File: src/rtl/bf16_mul_pkg.sv
package bf16_mul_pkg;
  localparam int EXP_W   = 8;
  localparam int FRAC_W  = 7;
  localparam int WORD_W  = 1 + EXP_W + FRAC_W;
  localparam int SIG_W   = FRAC_W + 1;
  localparam int PROD_W  = 2 * SIG_W;
  localparam int BIAS    = (1 << (EXP_W - 1)) - 1;
  localparam int EXP_MAX = (1 << EXP_W) - 2;
  localparam int ESUM_W  = EXP_W + 2;

  typedef struct packed {
    logic              sgn;
    logic [EXP_W-1:0]  exp;
    logic [FRAC_W-1:0] frac;
  } bf16_t;

  // significand product with both implied ones restored
  function automatic logic [PROD_W-1:0] sig_product(input logic [FRAC_W-1:0] fa,
                                                    input logic [FRAC_W-1:0] fb);
    logic [PROD_W-1:0] xa, xb;
    xa = PROD_W'({1'b1, fa});
    xb = PROD_W'({1'b1, fb});
    return xa * xb;
  endfunction

  // biased exponent after normalisation, signed so underflow stays visible
  function automatic logic signed [ESUM_W-1:0] exp_total(input logic [EXP_W-1:0] ea,
                                                         input logic [EXP_W-1:0] eb,
                                                         input logic norm);
    logic signed [ESUM_W-1:0] s;
    s = $signed(ESUM_W'(ea)) + $signed(ESUM_W'(eb)) - $signed(ESUM_W'(BIAS))
        + $signed(ESUM_W'(norm));
    return s;
  endfunction
endpackage

File: src/rtl/bf16_field_split.sv
module bf16_field_split
  import bf16_mul_pkg::*;
(
  input  logic [WORD_W-1:0] word,
  output bf16_t             fields,
  output logic              is_zero
);
  always_comb begin
    fields  = bf16_t'(word);
    is_zero = (fields.exp == '0);
  end
endmodule

File: src/rtl/bf16_sig_core.sv
module bf16_sig_core
  import bf16_mul_pkg::*;
(
  input  logic [FRAC_W-1:0] frac_a,
  input  logic [FRAC_W-1:0] frac_b,
  output logic [FRAC_W-1:0] frac_out,
  output logic              norm,
  output logic              trunc
);
  logic [PROD_W-1:0] prod;

  always_comb begin
    prod = sig_product(frac_a, frac_b);
    norm = prod[PROD_W-1];
    if (norm) begin
      frac_out = prod[PROD_W-2 -: FRAC_W];
      trunc    = |prod[SIG_W-1:0];
    end else begin
      frac_out = prod[PROD_W-3 -: FRAC_W];
      trunc    = |prod[SIG_W-2:0];
    end
  end
endmodule

File: src/rtl/bf16_range_pack.sv
module bf16_range_pack
  import bf16_mul_pkg::*;
(
  input  logic              sgn,
  input  logic [EXP_W-1:0]  exp_a,
  input  logic [EXP_W-1:0]  exp_b,
  input  logic              norm,
  input  logic [FRAC_W-1:0] frac,
  input  logic              zero_in,
  output logic [WORD_W-1:0] word,
  output logic              ovf,
  output logic              unf
);
  logic signed [ESUM_W-1:0] etot;
  bf16_t                    res;

  always_comb begin
    etot = exp_total(exp_a, exp_b, norm);
    ovf  = (etot > EXP_MAX);
    unf  = (etot < 1);
    res.sgn = sgn;
    if (zero_in || unf) begin
      res.exp  = '0;
      res.frac = '0;
    end else if (ovf) begin
      res.exp  = EXP_W'(EXP_MAX);
      res.frac = '1;
    end else begin
      res.exp  = etot[EXP_W-1:0];
      res.frac = frac;
    end
    word = res;
  end
endmodule

File: src/rtl/bf16_mul_lean.sv
module bf16_mul_lean
  import bf16_mul_pkg::*;
(
  input  logic              clk,
  input  logic              rst_n,
  input  logic [WORD_W-1:0] op_a,
  input  logic [WORD_W-1:0] op_b,
  output logic [WORD_W-1:0] result
);
  localparam int N_OPS = 2;

  logic [WORD_W-1:0] ops   [N_OPS];
  bf16_t             flds  [N_OPS];
  logic              zflag [N_OPS];

  // named internal events for the checker
  logic              zero_evt, ovf_evt, unf_evt, norm_evt, trunc_evt;
  logic [FRAC_W-1:0] frac_kept;
  logic [WORD_W-1:0] word_next;

  assign ops[0] = op_a;
  assign ops[1] = op_b;

  generate
    for (genvar i = 0; i < N_OPS; i++) begin : g_split
      bf16_field_split u_split (
        .word    (ops[i]),
        .fields  (flds[i]),
        .is_zero (zflag[i])
      );
    end
  endgenerate

  assign zero_evt = zflag[0] | zflag[1];

  bf16_sig_core u_sig (
    .frac_a   (flds[0].frac),
    .frac_b   (flds[1].frac),
    .frac_out (frac_kept),
    .norm     (norm_evt),
    .trunc    (trunc_evt)
  );

  bf16_range_pack u_pack (
    .sgn     (flds[0].sgn ^ flds[1].sgn),
    .exp_a   (flds[0].exp),
    .exp_b   (flds[1].exp),
    .norm    (norm_evt),
    .frac    (frac_kept),
    .zero_in (zero_evt),
    .word    (word_next),
    .ovf     (ovf_evt),
    .unf     (unf_evt)
  );

  always_ff @(posedge clk) begin
    if (!rst_n) result <= '0;
    else        result <= word_next;
  end
endmodule


File: config.mk
export PLATFORM = sky130hd
export DESIGN_NAME = bf16_mul_lean
export DESIGN_NICKNAME = d
export VERILOG_FILES = /design/src/rtl/bf16_mul_pkg.sv /design/src/rtl/bf16_field_split.sv /design/src/rtl/bf16_sig_core.sv /design/src/rtl/bf16_range_pack.sv /design/src/rtl/bf16_mul_lean.sv
export SDC_FILE = /design/constraint.sdc
export NUM_CORES = 1
export LEC_CHECK = 0
export CAP_MARGIN = 0
export CORE_MARGIN = 2
export CORE_UTILIZATION = 33
export CTS_CLUSTER_SIZE = 24
export DETAILED_ROUTE_END_ITERATION = 16
export PLACE_DENSITY = 0.54
export SETUP_SLACK_MARGIN = 0.3
export SLEW_MARGIN = 40
export SYNTH_ARGS = -nofsm -noshare
export SYNTH_HDL_FRONTEND = slang
export SYNTH_SLANG_ARGS = --single-unit
export TNS_END_PERCENT = 50
File: constraint.sdc
create_clock -name clk -period 6.55 [get_ports clk]
set_input_delay 1.31 -clock clk [delete_from_list [all_inputs] [get_ports clk]]
set_output_delay 1.31 -clock clk [all_outputs]
set_load 0.02 [all_outputs]
==> results of run 1 <==
## what timing repair did
item,4_1_cts,5_1_grt
pin swaps,27,16
endpoints found under the setup margin,15,15
gates cloned,2,0
setup buffers,21,3
gates resized for setup,96,20
## final timing paths
kind,startpoint,cells after the start,slack [ps],endpoint
worst max-delay path,op_a[2],28,5,result[5]
worst min-delay path,rst_n,2,1660,result[15]
## power breakdown
group	switching [uW]	internal (uW)	leakage (uW)
combinational	682	724	0.00218
sequential	10.5	125	0.000133
clock	34.6	53.4	0.0000288
## critical path: stages
cell and delay [ps]:
buf_8 100, and2_4 150, fa_1 490, inv_2 40, fa_1 560, inv_2 40
fa_1 510, inv_2 40, fa_1 490, inv_2 50, ha_4 270, nand4_1 110
and2_4 190, o2111a_2 150, o21a_1 220, nor2_4 140, inv_4 50, ha_4 160
nor2b_4 110, o211ai_1 100, nor4_2 250, buf_4 190, xnor2_4 120, nand4_1 160
o31ai_4 340, buf_4 160, buf_12 120, a31oi_1 50
## cells in the final DEF (no fill, tap or decap), types with 5 or more instances in the layout
| cell type | count |
|---|---|
| a21oi_1 | 13 |
| inv_2 | 7 |
| inv_1 | 59 |
| a21oi_2 | 10 |
| and2_1 | 26 |
| nand4_1 | 5 |
| buf_4 | 96 |
| nor2_1 | 16 |
| nand3_1 | 7 |
| ha_1 | 37 |
| and2_4 | 8 |
| o21ai_0 | 5 |
| ha_4 | 5 |
| dfxtp_1 | 16 |
| nand2_1 | 24 |
| a21o_1 | 5 |
| nor4_1 | 5 |
| clkdlybuf4s50_1 | 37 |
| fa_1 | 35 |
| buf_6 | 6 |
| nor3_1 | 5 |
## kinds of logic after synthesis
| group | count (synthesis) | synth area share (%) |
|---|---|---|
| AOI/OAI and AO/OA | 74 | 16.9 |
| xor gates and xnor gates | 11 | 3.40 |
| adders and majority gates | 78 | 38.5 |
| buffers and inverters | 72 | 8.84 |
| DFF | 16 | 9.88 |
| muxes | 2 | 0.656 |
| and+or+nand+nor | 128 | 21.9 |
## through the flow
stage                     utilization [%]  instances  worst slack [ps]  setup TNS, ps  area, sq um
final                                51.6        662              5.04              0         4970
after global routing                 51.6        662              -244          -3190         4970
after CTS                            50.8        659              95.1              0         4900
after detailed placement             46.7        632              -725          -9880         4500
after global placement               46.7        632              -696          -9730         4500
after floorplan                         -        381              45.7              0         3310
## final cells by class
class                   count  area share [%]
multi-input cells         293            58.4
repair buffers            147            25.4
flip-flops and latches     16            6.44
inverters                  69            5.36
well taps                 133            3.35
clock buffers               4            1.11
## metal layers
layer | vias up | global-route usage (%) | share of wire, %
met3 | 14 | 0.949 | 2.1
li1 | 1603 | - | -
met1 | 1543 | 21.3 | 43
met2 | 49 | 33.6 | 53
met4 | 0 | 5.36 | 1.9
met5 | - | 0 | 0
==> flow_results.xml, run 1 <==
<?xml version="1.0" encoding="UTF-8"?>
<metrics>
  <group name="clock_tree">
    <metric name="clock_tree.buffer_depth" unit="">2</metric>
    <metric name="cts_root_buf" unit="">clkbuf_8</metric>
    <metric name="cts_sinks" unit="">16</metric>
    <metric name="htree_levels" unit="">1</metric>
    <metric name="cts_buffers" unit="">3</metric>
    <metric name="cts_tree" unit="">built</metric>
    <metric name="cts.hold.buffers_added" unit="">0</metric>
    <metric name="cts.reportedPaths.clkPinSlew" unit="ps">60</metric>
  </group>
  <group name="floorplan">
    <metric name="die-height" unit="microns">103</metric>
    <metric name="io_pins" unit="">50</metric>
    <metric name="dieArea" unit="sq um">10600</metric>
    <metric name="start_util" unit="%">33.6</metric>
    <metric name="rows" unit="">36</metric>
    <metric name="die_w" unit="microns">103</metric>
    <metric name="core_region_area" unit="sq um">9640</metric>
  </group>
  <group name="job">
    <metric name="max_cap_violations" unit="">0</metric>
  </group>
  <group name="final_layout">
    <metric name="largest_register_ffs" unit="">16</metric>
    <metric name="multiInputGateArea" unit="sq um">2900</metric>
    <metric name="insertedDiodeCount" unit="">0</metric>
    <metric name="num-fill-cells" unit="">914</metric>
    <metric name="post_route_cells_drive_above_1_share" unit="%">34.0</metric>
    <metric name="final_net_count" unit="">642</metric>
    <metric name="largest_register" unit="">result</metric>
    <metric name="area.growth.synth_to_final" unit="%">53.4</metric>
    <metric name="reg.largest.list" unit="">result (16)</metric>
    <metric name="sequential_cell_area" unit="sq um">320</metric>
  </group>
  <group name="yosys">
    <metric name="yosys.cell_types.count" unit="">63</metric>
    <metric name="syn-mean-instance-area" unit="sq um">8.51</metric>
    <metric name="main_synth_ff_type" unit="">dfxtp_1</metric>
    <metric name="async_reset_ff_share" unit="%">0</metric>
    <metric name="post_synth_most_frequent_cells" unit="">inv_1, ha_1, fa_1</metric>
    <metric name="synthesis.area" unit="sq um">3240</metric>
    <metric name="synth_area_leader_cell" unit="">fa_1</metric>
    <metric name="register_area_share_after_synthesis" unit="%">9.88</metric>
    <metric name="ys_seq_elements" unit="">16</metric>
    <metric name="yosysMostFrequentCell" unit="">inv_1</metric>
    <metric name="synthesis.yosys.warnings" unit="">0</metric>
    <metric name="synth_fp_nets" unit="">493</metric>
    <metric name="synth_top_cells_by_area" unit="">fa_1, ha_1, dfxtp_1</metric>
    <metric name="synth_top_area_share" unit="%">22.2</metric>
    <metric name="count_of_mapped_cells_out_of_synthesis" unit="">381</metric>
    <metric name="edff_count_synth" unit="">0</metric>
  </group>
  <group name="global_route">
    <metric name="first_global_vias" unit="">3427</metric>
    <metric name="grt_first_pass_wirelength" unit="microns">15200</metric>
    <metric name="global_route.usage.total" unit="%">17.7</metric>
    <metric name="globalRouteOverflowTotal" unit="">0</metric>
    <metric name="initial_antenna_violation_count" unit="">0</metric>
    <metric name="grt_max_degree" unit="">10</metric>
  </group>
  <group name="timing">
    <metric name="finalCritPeriodShare" unit="%">99.9</metric>
    <metric name="hold_violations" unit="">0</metric>
    <metric name="unrepaired_setup_endpoints_after_global_routing" unit="">true</metric>
    <metric name="worst_relative_slew_slack" unit="%">46.0</metric>
    <metric name="whs" unit="ps">1660</metric>
    <metric name="final-setup-viol-count" unit="">0</metric>
    <metric name="maxSlewViolCount" unit="">0</metric>
    <metric name="tightestPinTransition" unit="ps">810</metric>
    <metric name="period_needed" unit="ps">6540</metric>
    <metric name="fmax" unit="MHz">153</metric>
  </group>
  <group name="worst_setup_path">
    <metric name="signal_arrival_time_at_the_worst_endpoint" unit="ps">6680</metric>
    <metric name="endpoint_kind" unit="">register</metric>
    <metric name="critical_path_class" unit="">input port to register</metric>
    <metric name="startpoint_type" unit="">input port</metric>
    <metric name="crit_fanout" unit="">7</metric>
    <metric name="timing.critical_path.required" unit="ps">6690</metric>
  </group>
  <group name="hold_path">
    <metric name="worst_min_delay_path_category" unit="">input port to register</metric>
  </group>
  <group name="power_and_ir_drop">
    <metric name="p_leak" unit="uW">0.00235</metric>
    <metric name="power" unit="uW">1630</metric>
    <metric name="power_per_cell_area" unit="nW/um^2">328</metric>
    <metric name="power.ir.vdd_worst" unit="V">0.000143</metric>
  </group>
  <group name="detailed_routing">
    <metric name="vias" unit="">3209</metric>
    <metric name="drtAntennaViolNets" unit="">0</metric>
    <metric name="route.detailed.drc" unit="">0</metric>
    <metric name="drt_pre_antenna_iters" unit="">4</metric>
    <metric name="drt_wl_total" unit="microns">8710</metric>
    <metric name="drt_first_iter_violations" unit="">56</metric>
    <metric name="route.detailed.vias_per_inst" unit="">4.85</metric>
    <metric name="post_drt_wl_per_cell" unit="microns">13.2</metric>
  </group>
  <group name="outcome">
    <metric name="outcome" unit="">complete, no violations</metric>
  </group>
  <group name="placement">
    <metric name="place_hpwl" unit="microns">7180</metric>
    <metric name="port_buffers" unit="">49</metric>
    <metric name="place.gp.congestion" unit="">0.926</metric>
  </group>
</metrics>
No activity file was read; power rests on OpenSTA's default activity.
==> run 2: changes to the inputs <==
Settings changed: CTS_BUF_LIST set to sky130_fd_sc_hd__clkbuf_8 sky130_fd_sc_hd__clkbuf_16.
==> results of run 2 <==
Same layout as run 1: the final DEF is identical, and so are final timing and power.
